==> config.mk <==
export PLATFORM = sky130hd
export DESIGN_NAME = pwm_bank
export DESIGN_NICKNAME = d
export VERILOG_FILES = /design/src/rtl/pwm_bank_pkg.sv /design/src/rtl/pwm_regs.sv /design/src/rtl/pwm_channel.sv /design/src/rtl/pwm_bank.sv
export SDC_FILE = /design/constraint.sdc
export NUM_CORES = 1
export LEC_CHECK = 0
export ABC_AREA = 1
export BUFFER_PORTS_ARGS = -buffer_cell sky130_fd_sc_hd__clkbuf_2
export CELL_PAD_IN_SITES_DETAIL_PLACEMENT = 1
export CELL_PAD_IN_SITES_GLOBAL_PLACEMENT = 1
export CORE_MARGIN = 8
export CORE_UTILIZATION = 45
export DETAILED_ROUTE_END_ITERATION = 10
export PLACE_DENSITY = 0.91
export SLEW_MARGIN = 25
export SYNTH_ARGS = -nofsm -noshare
export SYNTH_HDL_FRONTEND = slang
export SYNTH_SLANG_ARGS = --single-unit
==> constraint.sdc <==
create_clock -name clk -period 6.6 [get_ports clk]
set_clock_uncertainty 0.1 [all_clocks]
set_input_delay 0 -clock clk [delete_from_list [all_inputs] [get_ports clk]]
set_output_delay 0 -clock clk [all_outputs]
set_load 0.01 [all_outputs]
==> src/rtl/pwm_bank_pkg.sv <==
// Package pwm_bank_pkg
// Shared widths, the register selector type and the in-bank offset decode
// used by the register file. Assumes word-aligned byte addresses.
package pwm_bank_pkg;

    localparam int DIV_W  = 10;          // prescaler field width
    localparam int CNT_W  = 16;          // period / active-time width
    localparam int MODE_W = DIV_W + 2;   // enable + polarity + divider

    localparam logic [3:0] OFS_MODE   = 4'h0;
    localparam logic [3:0] OFS_PERIOD = 4'h4;
    localparam logic [3:0] OFS_DUTY   = 4'h8;

    typedef enum logic [1:0] {
        SEL_NONE,
        SEL_MODE,
        SEL_PERIOD,
        SEL_DUTY
    } reg_sel_e;

    // Map the low address nibble to a register inside one bank.
    function automatic reg_sel_e sel_of(input logic [3:0] ofs);
        reg_sel_e s;
        case (ofs)
            OFS_MODE:   s = SEL_MODE;
            OFS_PERIOD: s = SEL_PERIOD;
            OFS_DUTY:   s = SEL_DUTY;
            default:    s = SEL_NONE;
        endcase
        return s;
    endfunction

endpackage

==> src/rtl/pwm_regs.sv <==
// Module pwm_regs
// Register file for all channels: address decode, write capture and
// combinational read-back. Bank n+1 (address bits above the low nibble)
// belongs to channel n; bank 0 and banks past the last channel are unmapped.
// Assumes a single clock and one access per cycle.
module pwm_regs
    import pwm_bank_pkg::*;
#(
    parameter int NUM_CH = 4,
    parameter int ADDR_W = 8,
    parameter int DATA_W = 32
) (
    input  logic                             clk,
    input  logic                             rst_n,
    input  logic [ADDR_W-1:0]                addr,
    input  logic                             we,
    input  logic [DATA_W-1:0]                wdata,
    output logic [DATA_W-1:0]                rdata,
    output logic [NUM_CH-1:0][MODE_W-1:0]    mode_o,
    output logic [NUM_CH-1:0][CNT_W-1:0]     period_o,
    output logic [NUM_CH-1:0][CNT_W-1:0]     duty_o
);

    localparam int BANK_W = ADDR_W - 4;
    localparam int CH_W   = (NUM_CH > 1) ? $clog2(NUM_CH) : 1;

    logic [BANK_W-1:0]               bank_idx;
    logic                            bank_hit;
    logic [CH_W-1:0]                 ch_idx;
    reg_sel_e                        sel;

    logic [NUM_CH-1:0][MODE_W-1:0]   mode_q;
    logic [NUM_CH-1:0][CNT_W-1:0]    period_q;
    logic [NUM_CH-1:0][CNT_W-1:0]    duty_q;

    // Decode the address into a channel index and a register selector.
    always_comb begin
        bank_idx = addr[ADDR_W-1:4];
        bank_hit = (bank_idx != '0) && (bank_idx <= BANK_W'(NUM_CH));
        ch_idx   = CH_W'(bank_idx - BANK_W'(1));
        sel      = bank_hit ? sel_of(addr[3:0]) : SEL_NONE;
    end

    for (genvar g = 0; g < NUM_CH; g++) begin : g_bank
        logic hit_me;
        assign hit_me = we && (sel != SEL_NONE) && (ch_idx == CH_W'(g));

        // Capture writes addressed to this channel's bank.
        always_ff @(posedge clk) begin
            if (!rst_n) begin
                mode_q[g]   <= '0;
                period_q[g] <= '0;
                duty_q[g]   <= '0;
            end else if (hit_me) begin
                case (sel)
                    SEL_MODE:   mode_q[g]   <= wdata[MODE_W-1:0];
                    SEL_PERIOD: period_q[g] <= wdata[CNT_W-1:0];
                    SEL_DUTY:   duty_q[g]   <= wdata[CNT_W-1:0];
                    default:    ;
                endcase
            end
        end

        AST_PERIOD_LANDS: assert property (@(posedge clk) disable iff (!rst_n)
            (we && sel == SEL_PERIOD && ch_idx == CH_W'(g))
            |=> (period_q[g] == $past(wdata[CNT_W-1:0])));
        AST_MODE_LANDS: assert property (@(posedge clk) disable iff (!rst_n)
            (we && sel == SEL_MODE && ch_idx == CH_W'(g))
            |=> (mode_q[g] == $past(wdata[MODE_W-1:0])));
    end

    // Return the selected register, zero-extended; zero when unmapped.
    always_comb begin
        rdata = '0;
        case (sel)
            SEL_MODE:   rdata = DATA_W'(mode_q[ch_idx]);
            SEL_PERIOD: rdata = DATA_W'(period_q[ch_idx]);
            SEL_DUTY:   rdata = DATA_W'(duty_q[ch_idx]);
            default:    rdata = '0;
        endcase
    end

    assign mode_o   = mode_q;
    assign period_o = period_q;
    assign duty_o   = duty_q;

    AST_UNMAPPED_NOWRITE: assert property (@(posedge clk) disable iff (!rst_n)
        (we && sel == SEL_NONE)
        |=> ($stable(mode_q) && $stable(period_q) && $stable(duty_q)));

    AST_UNMAPPED_READ_ZERO: assert property (@(posedge clk) disable iff (!rst_n)
        (sel == SEL_NONE) |-> (rdata == '0));

endmodule

==> src/rtl/pwm_channel.sv <==
// Module pwm_channel
// One modulator: a prescaler that divides the work clock by the divider
// field (0 treated as 1), a period counter that wraps at the programmed
// period, and the compare against the active time with polarity applied.
// Assumes software disables the channel before reprogramming it; a live
// change is tolerated (wrap uses >=) but is not glitch-free.
module pwm_channel
    import pwm_bank_pkg::*;
(
    input  logic              clk,
    input  logic              rst_n,
    input  logic [MODE_W-1:0] mode,
    input  logic [CNT_W-1:0]  period,
    input  logic [CNT_W-1:0]  duty,
    output logic              pwm_o
);

    logic              en;
    logic              pol;
    logic [DIV_W-1:0]  div_raw;
    logic [DIV_W-1:0]  div_eff;
    logic [DIV_W-1:0]  presc_q;
    logic [CNT_W-1:0]  cnt_q;
    logic [CNT_W:0]    cnt_inc;
    logic              tick;
    logic              wrap;
    logic              active;

    // Split the control word and derive the effective divider.
    always_comb begin
        en      = mode[0];
        pol     = mode[1];
        div_raw = mode[MODE_W-1:2];
        div_eff = (div_raw == '0) ? DIV_W'(1) : div_raw;
        tick    = (presc_q >= (div_eff - DIV_W'(1)));
        cnt_inc = (CNT_W+1)'(cnt_q) + (CNT_W+1)'(1);
        wrap    = (cnt_inc >= {1'b0, period});
    end

    // Prescaler and period counter; both held at zero while disabled.
    always_ff @(posedge clk) begin
        if (!rst_n || !en) begin
            presc_q <= '0;
            cnt_q   <= '0;
        end else if (tick) begin
            presc_q <= '0;
            cnt_q   <= wrap ? '0 : cnt_inc[CNT_W-1:0];
        end else begin
            presc_q <= presc_q + DIV_W'(1);
        end
    end

    // Active phase while the count is below the active time; apply polarity.
    always_comb begin
        active = en && (cnt_q < duty);
        pwm_o  = pol ? active : ~active;
    end

    AST_IDLE_CLEARS: assert property (@(posedge clk) disable iff (!rst_n)
        (!en) |=> (cnt_q == '0 && presc_q == '0));

    AST_COUNT_HOLDS: assert property (@(posedge clk) disable iff (!rst_n)
        (en && $past(en) && !$past(tick)) |-> $stable(cnt_q));

    AST_TICK_REWINDS: assert property (@(posedge clk) disable iff (!rst_n)
        (en && $past(en) && $past(tick)) |-> (presc_q == '0));

endmodule

==> src/rtl/pwm_bank.sv <==
// Module pwm_bank
// Top level: one register file and NUM_CH modulators. Single clock
// domain; register access and PWM counting share clk.
module pwm_bank
    import pwm_bank_pkg::*;
#(
    parameter int NUM_CH = 4,
    parameter int ADDR_W = 8,
    parameter int DATA_W = 32
) (
    input  logic              clk,
    input  logic              rst_n,
    input  logic [ADDR_W-1:0] bus_addr,
    input  logic              bus_we,
    input  logic [DATA_W-1:0] bus_wdata,
    output logic [DATA_W-1:0] bus_rdata,
    output logic [NUM_CH-1:0] pwm_out
);

    logic [NUM_CH-1:0][MODE_W-1:0] mode_w;
    logic [NUM_CH-1:0][CNT_W-1:0]  period_w;
    logic [NUM_CH-1:0][CNT_W-1:0]  duty_w;

    pwm_regs #(
        .NUM_CH (NUM_CH),
        .ADDR_W (ADDR_W),
        .DATA_W (DATA_W)
    ) u_regs (
        .clk      (clk),
        .rst_n    (rst_n),
        .addr     (bus_addr),
        .we       (bus_we),
        .wdata    (bus_wdata),
        .rdata    (bus_rdata),
        .mode_o   (mode_w),
        .period_o (period_w),
        .duty_o   (duty_w)
    );

    for (genvar g = 0; g < NUM_CH; g++) begin : g_ch
        pwm_channel u_ch (
            .clk    (clk),
            .rst_n  (rst_n),
            .mode   (mode_w[g]),
            .period (period_w[g]),
            .duty   (duty_w[g]),
            .pwm_o  (pwm_out[g])
        );

        AST_IDLE_LEVEL: assert property (@(posedge clk) disable iff (!rst_n)
            (!mode_w[g][0]) |-> (pwm_out[g] == !mode_w[g][1]));
    end

endmodule

After elaboration in Yosys (flattened, before gate mapping)
Index checks and enable logic that the tools add are counted. W data, S select, Z words.

Register bits after elaboration: 280. Input port bits: 43. Logic and storage cells: 123.

$add $sub $neg: 13. Order comparisons: 14. Equality and inequality tests: 8. Multiplexer cells: 21. Bitwise gates (word level): 4. Reductions and logical operators: 43.

Operators with widths (number): $mux W16 (6); $add A16 B1 Y17 const B (4); $ge A17 B16 Y1 (4); $bmux W16 S2 (2); $lt A16 B16 Y1 (4); $pmux W16 S3 (1); $add A10 B1 Y10 const B (4); $ge A10 B10 Y1 (4); $logic_not A10 Y1 (4); $mux W10 (4); $sub A10 B1 Y10 const B (4); $bmux W12 S2 (1); $reduce_and A2 Y1 (12); $mux W12 (1); $logic_and A1 B1 Y1 (10); $eq A2 B2 Y1 const B (4); $reduce_or A2 Y1 (4); $pmux W2 S3 (1); $logic_not A1 Y1 (5); $eq A2 B1 Y1 const B (2); $eq A4 B3 Y1 const B (1); $eq A4 B4 Y1 const B (1); $le A4 B3 Y1 const B (1); $logic_not A4 Y1 (1); 9 further kinds (18).

Depth between registers and ports, before layout
Gate-level depths: netlist of the first run.

Depth in word-level cells: 7. Mapped depth: 20. Depth with buffers taken out: 20.

Hierarchy
A second synthesis of the first run with hierarchy kept.

Cells, all modules: 3027. Area, all modules: 19811.5 µm².

Modules (own cells, without submodules): pwm_regs (instances 1, cells an instance 1369, area each 9011.1 µm²); pwm_channel at g_ch[0].u_ch ... (instances 2, cells an instance 434, area each 2737.6 µm²); pwm_channel at g_ch[1].u_ch ... (instances 2, cells an instance 395, area each 2662.6 µm²).

Least setup slack after synthesis of the first run
OpenSTA, ideal clock, no wires.

Path kind: register -> register. From: reg u_regs.mode_q (netlist bit u_regs.mode_o[18]). To: reg g_ch[1].u_ch.presc_q[2]. Data arrival time: 2.610 ns. Path slack: 3.809 ns. Stages on the path, launching flop included: 18. Clock period less this slack: 2.791 ns. Cell sequence: dfxtp_1 -> nor2_1 -> nand3_1 -> nand3b_1 -> nand2_1 -> inv_1 -> ha_1 -> nand2_1 -> nor2_1 -> xor2_1 -> ha_1 -> nand2_1 -> inv_1 -> a21oi_1 -> nand4_1 -> nor2_2 -> clkinv_1 -> nor3b_1.

Cells in the longest elaborated chain, start to end: 5.

RTL lines: from (decl) (line pwm_regs.sv:32) `logic [NUM_CH-1:0][MODE_W-1:0] mode_q;`; from (signal, indexed assignment) (line pwm_regs.sv:56) `SEL_MODE: mode_q[g] <= wdata[MODE_W-1:0];`; $logic_not A10 Y1 (line pwm_channel.sv:34) `div_eff = (div_raw == '0) ? DIV_W'(1) : div_raw;`; $mux W10 * (line pwm_channel.sv:34); $sub A10 B1 Y10 * (line pwm_channel.sv:35) `tick = (presc_q >= (div_eff - DIV_W'(1)));`; $ge A10 B10 Y1 * (line pwm_channel.sv:35); $reduce_or A2 Y1 (no line) *; to (signal assigned) (line pwm_channel.sv:49) `presc_q <= presc_q + DIV_W'(1);`; to (decl) (line pwm_channel.sv:22) `logic [DIV_W-1:0] presc_q;`.

Every way passes the cells marked *; elsewhere a longest branch is shown, timed or not. A chain may end at the register's enable or synchronous reset.

Worst setup path after layout of the first run
From: reg u_regs.mode_q (netlist bit u_regs.mode_o[6]). To: reg g_ch[0].u_ch.presc_q[2].

Cells in the longest elaborated chain, start to end: 5.

RTL lines (line): $logic_not A10 Y1 (pwm_channel.sv:34); $mux W10 * (pwm_channel.sv:34); $sub A10 B1 Y10 * (pwm_channel.sv:35); $ge A10 B10 Y1 * (pwm_channel.sv:35); $reduce_or A2 Y1 (no line) *; to (signal assigned) (pwm_channel.sv:49); to (decl) (pwm_channel.sv:22).

Marks and branches as above.

==> results.sh, run 1 <==
export IMPL_crit_slowest_cell="nor2_2"
export IMPL_hp_start="bus_wdata[10]"
export IMPL_cts_root_buf="clkbuf_16"
export IMPL_die_area_um2=45800
export IMPL_grt_pass1_wl_um=102000
export IMPL_setup_viol=0
export IMPL_routed_wirelength_um=64800
export IMPL_clock_latency_ns=0.55
export IMPL_viasPerCell=5.84
export IMPL_holdPathEnd="u_regs.duty_o[26]"
export IMPL_drv_slew=0
export IMPL_rsz0062_at_grt="false"
export IMPL_synthesis_area_um2=17700
export IMPL_crit_top_cell="nor2_1"
export IMPL_hpwl_um=47600
export IMPL_numPortBuffers=46
export IMPL_cts_sinks=280
export IMPL_outcome="complete, no violations"
export IMPL_seqCellArea_um2=5610
export IMPL_maxSlewHeadroom_pct=26.6
export IMPL_die_w_um=214
export IMPL_cp_max_fo=17
export IMPL_ys_seq_elements=280
export IMPL_synth_edf_count=0
export IMPL_cts_setup_buffers=0
export IMPL_h_tree_depth=2
export IMPL_fmax_mhz=224
export IMPL_drc=0
export IMPL_yosysSeqAreaShare_pct=31.7
export IMPL_start_util_pct=45.6
export IMPL_min_path_cells=3
export IMPL_worstPathRequired_ns=6.95
export IMPL_grt_antenna_before_repair=2
export IMPL_finalHoldViolations=0
export IMPL_grt_max_degree=81
export IMPL_worst_pin_slew_ns=1.09
export IMPL_synth_top_area_share_pct=31.7
export IMPL_cts_buffers=35
export IMPL_postCtsHoldBufs=18
export IMPL_maxCapViolCount=0
export IMPL_cts_resized=0
export IMPL_met2_length_um=30400
export IMPL_yosys_area_top_type="dfxtp_1"
export IMPL_first_pass_iters=7
export IMPL_multiInputGateArea_um2=10200
export IMPL_dieHeight_um=214
export IMPL_vias=18097
export IMPL_drt_iter0_drc=1470
export IMPL_ys_types=41
export IMPL_top_layer="met5"
export IMPL_grt_usage_pct=27.4
export IMPL_grt_pass1_vias=18706
export IMPL_r2r_end="g_ch[0].u_ch.presc_q[2]"
export IMPL_fillers=5041
export IMPL_worstPathCellList="nor2_1 -> nand3_1 -> nor2_1 -> nor2_1 -> ha_1 -> nand2_1 -> nor2_1 -> xor2_1 -> ha_1 -> nand2_1 -> a21oi_1 -> nor2_1 -> nand4_1 -> nor2_2 -> clkinv_1 -> nor3b_1"
export IMPL_core_um2=38700
export IMPL_min_period_over_period_pct=67.6
export IMPL_wl_met3_um=4580
export IMPL_synth_most_common_cell="nand2_1"
export IMPL_cp_buffers_inverters=1
export IMPL_num_antenna_cells=0
export IMPL_r2r_slack_ns=2.14
export IMPL_synth_ff_type="dfxtp_1"
export IMPL_cts_path_max_buffers=3
export IMPL_cts_tree="built"
export IMPL_peakVddDrop_mv=0.134
export IMPL_gr_total_overflow=0
export IMPL_r2r_cells=16
export IMPL_hold_path_class="input port to flop"
export IMPL_place_gp_congestion=0.910
export IMPL_rr_startpoint="u_regs.mode_o[6]"
export IMPL_crit_path_max_incr_delay_ns=0.86
export IMPL_worstSetupEndpointType="flop"
export IMPL_fin_crit_ns=4.46
export IMPL_postSynth_asyncResetShare_pct=0
export IMPL_clk_pin_slew_ns=0.06
export IMPL_ant_nets=0
export IMPL_drive_gt1_share_pct=5.43
export IMPL_p_leak_nw=8.28
export IMPL_criticalPathCategory="flop to flop"
export IMPL_final_core_util_pct=50.4
export IMPL_setup_worst_path_start_class="flop"
export IMPL_tns_ns=0
export IMPL_synthTopCellsByArea="dfxtp_1 (32%), ha_1 (13%), a21oi_1 (9.6%), o21ai_0 (9.3%), nand2_1 (9.2%)"
export IMPL_synth_warnings=0
export IMPL_synthTopCellsByCount="nand2_1 (434), inv_1 (348), a21oi_1 (340), o21ai_0 (327), dfxtp_1 (280)"
export IMPL_avgRoutedWirePerCell_um=20.9
export IMPL_layout_nets=2777
export IMPL_syn_inst=2554
export IMPL_route_layer_met1_wl_um=26100
export IMPL_power_density_nw_per_um2=211
export IMPL_cp_arrival_ns=4.81
export IMPL_postSynthAreaPerCell_um2=6.91
export IMPL_num_io_pins=79
export IMPL_rows=72
export IMPL_area_growth_pct=10.6
export IMPL_cp_top_family="simple AND/OR/NAND/NOR gates"
-- kinds of logic after synthesis --
kind of cell,after synthesis,synth area share (%)
compound gates,715,20.8
xor+xnor,87,4.31
fa+ha+maj,180,12.8
buf+inv,486,11.0
flops,280,31.7
other cells,1,0.0212
simple gates,805,19.4
-- cells in the final DEF (no fill, tap or decap), types with 6 or more instances in the layout --
master         netlist  layout
nand2_1            434     434
a21oi_1            340     340
a21o_1               6       6
nand4_1             49      49
conb_1               1      16
ha_1               180     180
o21ai_0            327     327
nand3_1            100     100
nor2_1             161     161
buf_4               21      13
inv_1              348     347
clkbuf_2             5      44
xnor2_1             24      24
clkbuf_8             0       7
nor3_1              30      30
xor2_1              63      63
o31ai_1              6       6
dlygate4sd3_1        0      18
clkbuf_16            0      37
o21ai_1             13      13
dfxtp_1            280     280
-- where the power goes --
group / internal [mW] / switching (mW) / leakage, nW
logic: 0.0847 / 0.243 / 5.43
registers: 1.69 / 0.00289 / 2.25
clock network: 1.30 / 0.803 / 0.601
-- layout make-up --
class	instances	share of cell area [%]
clock buffer	47	5.29
clock inverter	15	1.11
inverter	356	6.84
multi-input combinational	1803	52.1
sequential	280	28.7
tap	518	3.32
timing repair buffer	78	2.69
-- through the flow --
step	worst slack, ns	hold slack (ns)	power, mW	std cells	instance area (µm²)
after floorplan	3.81	0.0760	1.94	2569	17700
after global placement	2.39	0.343	2.02	3015	18100
after detailed placement	2.28	0.359	2.04	3016	18100
after CTS	2.24	0.000271	4.14	3096	19500
after global routing	1.80	0.0345	4.24	3097	19500
final	2.14	0.0590	4.12	3097	19500
-- worst max path at each step --
stage / start / end / slack, ns / depth (start not counted)
after floorplan: u_regs.mode_o[18] / g_ch[1].u_ch.presc_q[2] / 3.81 / 17
after detailed placement: u_regs.mode_o[6] / g_ch[0].u_ch.presc_q[2] / 2.28 / 16
after CTS: u_regs.mode_o[18] / g_ch[1].u_ch.presc_q[3] / 2.24 / 17
after global routing: u_regs.mode_o[4] / g_ch[0].u_ch.presc_q[2] / 1.80 / 16
final: u_regs.mode_o[6] / g_ch[0].u_ch.presc_q[2] / 2.14 / 16
after global placement: u_regs.mode_o[6] / g_ch[0].u_ch.presc_q[2] / 2.39 / 16
-- metal layers --
layer	track usage (%)	up-vias
met3	5.22	219
li1	-	8417
met5	0	-
met2	45.7	643
met1	32.7	8816
met4	15.4	2
-- state kept, by name (all words and copies together) (netlist names) --
signal             count
g_ch.u_ch.cnt_q       64
g_ch.u_ch.presc_q     40
u_regs.duty_o         64
u_regs.mode_o         48
u_regs.period_o       64
-- worst min-delay path, cell delays in order --
cell	delay [ns]
clkbuf_2	0.33
o21ai_0	0.26
a21oi_1	0.05
(Power assumes the default switching activity.)
==> run 2: changes to the inputs <==
--- a/config.mk
+++ b/config.mk
@@ -5,14 +5,14 @@
 export SDC_FILE = /design/constraint.sdc
 export NUM_CORES = 1
 export LEC_CHECK = 0
-export ABC_AREA = 1
+export ABC_AREA = 0
 export BUFFER_PORTS_ARGS = -buffer_cell sky130_fd_sc_hd__clkbuf_2
 export CELL_PAD_IN_SITES_DETAIL_PLACEMENT = 1
 export CELL_PAD_IN_SITES_GLOBAL_PLACEMENT = 1
 export CORE_MARGIN = 8
-export CORE_UTILIZATION = 45
+export CORE_UTILIZATION = 43
 export DETAILED_ROUTE_END_ITERATION = 10
-export PLACE_DENSITY = 0.91
+export PLACE_DENSITY = 0.88
 export SLEW_MARGIN = 25
 export SYNTH_ARGS = -nofsm -noshare
 export SYNTH_HDL_FRONTEND = slang
==> constraint.sdc (replaced) <==
create_clock -name clk -period 4.1 [get_ports clk]
set_clock_uncertainty 0.1 [all_clocks]
set_input_delay 0 -clock clk [delete_from_list [all_inputs] [get_ports clk]]
set_output_delay 0 -clock clk [all_outputs]
set_load 0.01 [all_outputs]
==> run 2 against run 1 <==
  * Routed wire length grew 0.94%
  * Cell count shrank 9.6%
  * Via count shrank 5.2%
  * Global-route usage shrank 1.8 points
  * Non-clock buffer count grew 23
  * Cell area grew 3.4%
  * Clock power grew 47%
  * Clock-buffer cell count grew 5
  * Flip-flop and latch count is the same
  * Highest routed layer unchanged
  * Largest cell class unchanged
  * Die area grew 7.6%
==> results.sh, run 2 <==
export IMPL_grt_antenna_before_repair=2
export IMPL_postSynth_asyncResetShare_pct=0
export IMPL_ys_seq_elements=280
export IMPL_synth_ff_type="dfxtp_1"
export IMPL_start_util_pct=43.5
export IMPL_cts_sinks=280
export IMPL_viasPerCell=6.13
export IMPL_grt_use_met3_pct=4.47
export IMPL_finalHoldViolations=0
export IMPL_gr_total_overflow=0
export IMPL_cp_arrival_ns=4.22
export IMPL_grt_util_met1_pct=31.0
export IMPL_clk_pin_slew_ns=0.06
export IMPL_min_period_over_period_pct=94.9
export IMPL_synth_top_area_share_pct=30.7
export IMPL_synth_most_common_cell="nand2_1"
export IMPL_h_tree_depth=2
export IMPL_vias=17165
export IMPL_drt_iter0_drc=1327
export IMPL_grt_pass1_wl_um=102000
export IMPL_drc=0
export IMPL_grt_usage_pct=25.6
export IMPL_criticalPathCategory="flop to flop"
export IMPL_synthTopCellsByArea="dfxtp_1 (31%), ha_1 (12%), nand2_1 (7.5%), a21boi_0 (6.0%), mux4_2 (5.4%)"
export IMPL_crit_path_max_incr_delay_ns=0.44
export IMPL_worstPathRequired_ns=4.43
export IMPL_placed_area_um2=18800
export IMPL_setup_worst_path_start_class="flop"
export IMPL_cp_buffers_inverters=0
export IMPL_synth_warnings=0
export IMPL_yosys_area_top_type="dfxtp_1"
export IMPL_worst_pin_slew_ns=0.953
export IMPL_hold_path_class="input port to flop"
export IMPL_avgRoutedWirePerCell_um=23.4
export IMPL_ys_types=67
export IMPL_peakVddDrop_mv=0.214
export IMPL_synthesis_area_um2=18300
export IMPL_power_density_nw_per_um2=303
export IMPL_worstPathCellList="ha_1 -> nand3_1 -> or2_2 -> nor2_2 -> nand4_1 -> xnor2_1 -> ha_1 -> nand4_1 -> a211o_1 -> a41oi_1 -> o21ai_2 -> and3_2 -> a22o_1"
export IMPL_die_w_um=222
export IMPL_drive_gt1_share_pct=9.38
export IMPL_rows=75
export IMPL_first_pass_iters=8
export IMPL_layout_nets=2461
export IMPL_yosysSeqAreaShare_pct=30.7
export IMPL_numPortBuffers=46
export IMPL_hpwl_um=48000
export IMPL_crit_slowest_cell="dfxtp_1"
export IMPL_seqCellArea_um2=5610
export IMPL_fin_crit_ns=3.89
export IMPL_tns_ns=0
export IMPL_worstSetupEndpointType="flop"
export IMPL_place_gp_congestion=0.952
export IMPL_num_io_pins=79
export IMPL_cp_top_family="simple AND/OR/NAND/NOR gates"
export IMPL_outcome="complete, no violations"
export IMPL_ant_nets=0
export IMPL_synthTopCellsByCount="nand2_1 (363), dfxtp_1 (280), nand3_1 (185), ha_1 (180), inv_1 (165)"
export IMPL_maxSlewHeadroom_pct=36.5
export IMPL_fmax_mhz=257
export IMPL_grt_busiest_layer="met2"
export IMPL_fin_area_um2=20200
export IMPL_clock_latency_ns=0.55
export IMPL_final_cell_mix="nand2_1 (362), dfxtp_1 (280), nand3_1 (183)"
export IMPL_grt_max_degree=110
export IMPL_core_um2=41900
export IMPL_fillers=5004
export IMPL_grt_use_met2_pct=41.8
export IMPL_final_common_cell="nand2_1"
export IMPL_syn_inst=2228
export IMPL_postSynthAreaPerCell_um2=8.20
export IMPL_p_leak_nw=7.47
export IMPL_cts_buffers=34
export IMPL_maxCapViolCount=0
export IMPL_setup_viol=0
export IMPL_die_area_um2=49300
export IMPL_routed_wirelength_um=65400
export IMPL_multiInputGateArea_um2=11500
export IMPL_cts_path_max_buffers=3
export IMPL_cp_max_fo=8
export IMPL_cts_tree="built"
export IMPL_drv_slew=0
export IMPL_synth_edf_count=0
export IMPL_area_growth_pct=10.6
export IMPL_grt_pass1_vias=18194
export IMPL_cts_root_buf="clkbuf_16"
export IMPL_num_antenna_cells=0
export IMPL_dieHeight_um=222
run 2: cell count changes after synthesis, moves of 44 or more:
cell	change
mux4_2	+44
a21oi_1	-285
inv_1	-183
nand2_1	-71
a21boi_0	+146
nand3_1	+85
o21ai_0	-275
run 2: worst reg2reg max path: stages (launching register included):
cell and delay, ns:
dfxtp_1 0.44, ha_1 0.30, nand3_1 0.21, or2_2 0.42
nor2_2 0.21, nand4_1 0.14, xnor2_1 0.18, ha_1 0.34
nand4_1 0.15, a211o_1 0.26, a41oi_1 0.29, o21ai_2 0.20
and3_2 0.33, a22o_1 0.20
run 2: routing by layer:
metal	vias up	routed length, µm
met5	-	24
met4	4	4110
met3	224	4830
met2	716	30100
met1	8450	26300
li1	7771	-
run 2: area by class of cell:
| type | instances | area share (%) |
|---|---|---|
| clock buffers | 52 | 5.31 |
| clock inverters | 6 | 0.217 |
| inverters | 165 | 3.07 |
| multi-input cells | 1656 | 56.8 |
| flip-flops and latches | 280 | 27.7 |
| well taps | 539 | 3.34 |
| repair buffers | 101 | 3.49 |
run 2: power breakdown:
part | leakage, nW | switching [mW] | internal (mW)
clock | 0.554 | 1.28 | 1.81
sequential | 2.25 | 0.00350 | 2.72
combinational | 4.67 | 0.209 | 0.111
total | 7.47 | 1.49 | 4.64
run 2: path summary, 6_finish.rpt:
kind	cells after the start	end	slack, ns	start
setup / recovery	13	g_ch[2].u_ch.cnt_q[13]	0.21	g_ch[2].u_ch.cnt_q[0]
hold / removal	4	u_regs.mode_o[23]	0.20	bus_addr[2]
setup reg to reg	13	g_ch[2].u_ch.cnt_q[13]	0.21	g_ch[2].u_ch.cnt_q[0]
hold reg to reg	1	g_ch[2].u_ch.presc_q[0]	0.38	g_ch[2].u_ch.presc_q[0]
run 2: cell families (layout without fill, tap and decap cells):
family / count (synthesis) / after routing / share of synthesized area, %
AO/OA/AOI/OAI: 431 / 431 / 16.7
flip-flops: 280 / 280 / 30.7
other: 1 / 16 / 0.0205
adder cells (fa/ha/maj): 180 / 180 / 12.3
buffers and inverters: 307 / 324 / 7.15
AND/OR/NAND/NOR: 862 / 862 / 21.7
XOR/XNOR: 108 / 108 / 5.18
multiplexers: 59 / 59 / 6.26
run 2: per-stage QoR:
stage	cells	power [mW]	util [%]	hold WS [ns]	worst slack, ns
floorplan	2243	3.00	-	0.0561	0.487
global placement	2721	3.07	44.9	0.247	0.252
detailed placement	2721	3.08	44.9	0.294	0.0260
CTS	2798	6.15	48.0	0.172	0.0313
global route	2799	6.27	48.2	0.229	-0.00313
finish	2799	6.13	48.2	0.200	0.208
run 2: what timing repair did:
item | 4_1_cts | 5_1_grt
setup buffers | 0 | 1
setup endpoints to repair | 7 | 60
gates resized for setup | 1 | 14
endpoints found under the hold margin | 176 | 0
hold buffers | 19 | 0
==> run 3: changes to the inputs <==
--- a/config.mk
+++ b/config.mk
@@ -10,7 +10,7 @@
 export CELL_PAD_IN_SITES_DETAIL_PLACEMENT = 1
 export CELL_PAD_IN_SITES_GLOBAL_PLACEMENT = 1
 export CORE_MARGIN = 8
-export CORE_UTILIZATION = 43
+export CORE_UTILIZATION = 45
 export DETAILED_ROUTE_END_ITERATION = 10
 export PLACE_DENSITY = 0.88
 export SLEW_MARGIN = 25
==> constraint.sdc (replaced) <==
create_clock -name clk -period 4.7 [get_ports clk]
set_clock_uncertainty 0.1 [all_clocks]
set_input_delay 0 -clock clk [delete_from_list [all_inputs] [get_ports clk]]
set_output_delay 0 -clock clk [all_outputs]
set_load 0.01 [all_outputs]
==> run 3 against run 2 <==
  * Sequential power down 13%
  * Highest routed layer is now met4
  * Critical endpoint is now g_ch[2].u_ch.cnt_q[6]
  * Sequential share of layout area up 0.10 points
  * Clock-buffer cell count down 3
  * Routed wire length up 0.55%
  * Hold slack worse by 0.056 ns
  * Critical path type unchanged
==> results.sh, run 3 (synthesis gave the netlist of run 2 again) <==
export IMPL_gr_total_overflow=0
export IMPL_hold_path_class="input port to flop"
export IMPL_clkPwrFrac_pct=51.7
export IMPL_hpwl_um=47300
export IMPL_multiInputGateArea_um2=11400
export IMPL_worstPathRequired_ns=5.02
export IMPL_num_io_pins=79
export IMPL_cts_path_max_buffers=3
export IMPL_power_switching_mw=1.29
export IMPL_routed_wirelength_um=65700
export IMPL_cts_sinks=280
export IMPL_maxSlewHeadroom_pct=26.3
export IMPL_final_core_util_pct=49.8
export IMPL_numPortBuffers=46
export IMPL_cts_tree="built"
export IMPL_outcome="complete, no violations"
export IMPL_placed_area_um2=18800
export IMPL_grt_pass1_wl_um=103000
export IMPL_layout_nets=2453
export IMPL_rows=74
export IMPL_finalHoldViolations=0
export IMPL_combPwrFrac_pct=5.0
export IMPL_first_pass_iters=5
export IMPL_p_int_mw=4.20
export IMPL_vias=17305
export IMPL_grt_use_met3_pct=4.17
export IMPL_worstSetupEndpointType="flop"
export IMPL_setup_ws_ns=0.359
export IMPL_switching_share_pct=23.5
export IMPL_crit_slowest_cell="nor4_1"
export IMPL_cp_max_fo=14
export IMPL_final_cell_mix="nand2_1 (363), dfxtp_1 (280), nand3_1 (185)"
export IMPL_seqCellArea_um2=5610
export IMPL_grt_max_degree=82
export IMPL_grt_usage_pct=27.1
export IMPL_criticalPathCategory="flop to flop"
export IMPL_clk_pin_slew_ns=0.06
export IMPL_fin_crit_ns=4.34
export IMPL_power_mw=5.50
export IMPL_die_area_um2=47300
export IMPL_drt_iter0_drc=1440
export IMPL_drc=0
export IMPL_final_common_cell="nand2_1"
export IMPL_rsz0062_at_grt="false"
export IMPL_whs_ns=0.144
export IMPL_dp_cells=2708
export IMPL_setup_worst_path_start_class="flop"
export IMPL_fin_cells=2786
export IMPL_fin_area_um2=20100
export IMPL_start_util_pct=45.1
export IMPL_setup_viol=0
export IMPL_viasPerCell=6.21
export IMPL_cts_root_buf="clkbuf_16"
export IMPL_cp_top_family="simple AND/OR/NAND/NOR gates"
export IMPL_cp_buffers_inverters=0
export IMPL_worst_pin_slew_ns=1.11
export IMPL_die_w_um=217
export IMPL_fmax_mhz=230
export IMPL_core_um2=40500
export IMPL_p_leak_nw=7.44
export IMPL_grt_use_met2_pct=45.2
export IMPL_min_period_over_period_pct=92.4
export IMPL_worstPathCellList="nor4_1 -> nand2b_1 -> nor2_1 -> a31oi_1 -> ha_1 -> nand3_1 -> xor2_1 -> ha_1 -> o21ai_0 -> a21oi_1 -> nor2_1 -> a21o_1 -> nand3_1 -> o221ai_1"
export IMPL_cts_resized=0
export IMPL_grt_antenna_before_repair=2
export IMPL_seqPwrFrac_pct=43.3
export IMPL_fillers=4800
export IMPL_maxCapViolCount=0
export IMPL_dieHeight_um=217
export IMPL_place_gp_congestion=0.949
export IMPL_grt_busiest_layer="met2"
export IMPL_cp_arrival_ns=4.66
export IMPL_h_tree_depth=2
export IMPL_clock_latency_ns=0.54
export IMPL_place_ws_ns=0.585
export IMPL_avgRoutedWirePerCell_um=23.6
export IMPL_area_growth_pct=10.2
export IMPL_ant_nets=0
export IMPL_cts_buffers=34
export IMPL_drv_slew=0
export IMPL_peakVddDrop_mv=0.183
export IMPL_crit_path_max_incr_delay_ns=0.55
export IMPL_drive_gt1_share_pct=8.53
export IMPL_grt_pass1_vias=18373
export IMPL_grt_util_met1_pct=32.6
export IMPL_tns_ns=0
export IMPL_power_density_nw_per_um2=273
## run 3: cell types whose count changed in the layout (fill, tap and decap cells not counted), moves of 3 or more
cell / previous run / this run
nor2_1: 131 / 134
nor2_2: 3 / 0
bufinv_16: 0 / 4
buf_4: 36 / 30
## run 3: area by class of cell
cell class              instances  area share (%)
multi-input cells            1656            56.8
flip-flops and latches        280            27.8
clock buffers                  49            5.11
well taps                     532            3.31
repair buffers                 93            3.13
inverters                     165            3.08
clock inverters                 9           0.752
diodes                          2          0.0249
## run 3: worst register-to-register path: stages (launching register included)
cell and delay [ns]:
dfxtp_1 0.41, nor4_1 0.55, nand2b_1 0.15, nor2_1 0.16, a31oi_1 0.17, ha_1 0.28, nand3_1 0.12, xor2_1 0.19
ha_1 0.26, o21ai_0 0.29, a21oi_1 0.09, nor2_1 0.19, a21o_1 0.23, nand3_1 0.56, o221ai_1 0.47
## run 3: path summary, 6_finish.rpt
path | start | to | slack [ns] | depth (start not counted)
setup / recovery | u_regs.mode_o[30] | g_ch[2].u_ch.cnt_q[6] | 0.36 | 14
hold / removal | bus_addr[5] | u_regs.mode_o[22] | 0.14 | 4
setup reg to reg | u_regs.mode_o[30] | g_ch[2].u_ch.cnt_q[6] | 0.36 | 14
hold reg to reg | g_ch[0].u_ch.presc_q[0] | g_ch[0].u_ch.presc_q[0] | 0.37 | 1
## run 3: power groups by stage
stage | Sequential [mW] | Clock, mW | Combinational [mW]
detailed placement | 2.43 | 0 | 0.251
floorplan | 2.43 | 0 | 0.184
CTS | 2.38 | 2.86 | 0.266
global route | 2.38 | 2.96 | 0.285
finish | 2.38 | 2.84 | 0.274
global placement | 2.43 | 0 | 0.244
## run 3: repair_timing
| item | in CTS | in global routing |
|---|---|---|
| hold endpoints to repair | 175 | 0 |
| hold buffers | 18 | 0 |
| setup buffers | 0 | 0 |
## run 3: metal layers
layer  part of all wire [%]  up-vias  wire (µm)
met5                      0        -          0
li1                       -     7740          -
met1                     40     8510      26200
met4                    6.4        0       4180
met2                     47      798      30900
met3                    6.7      257       4410
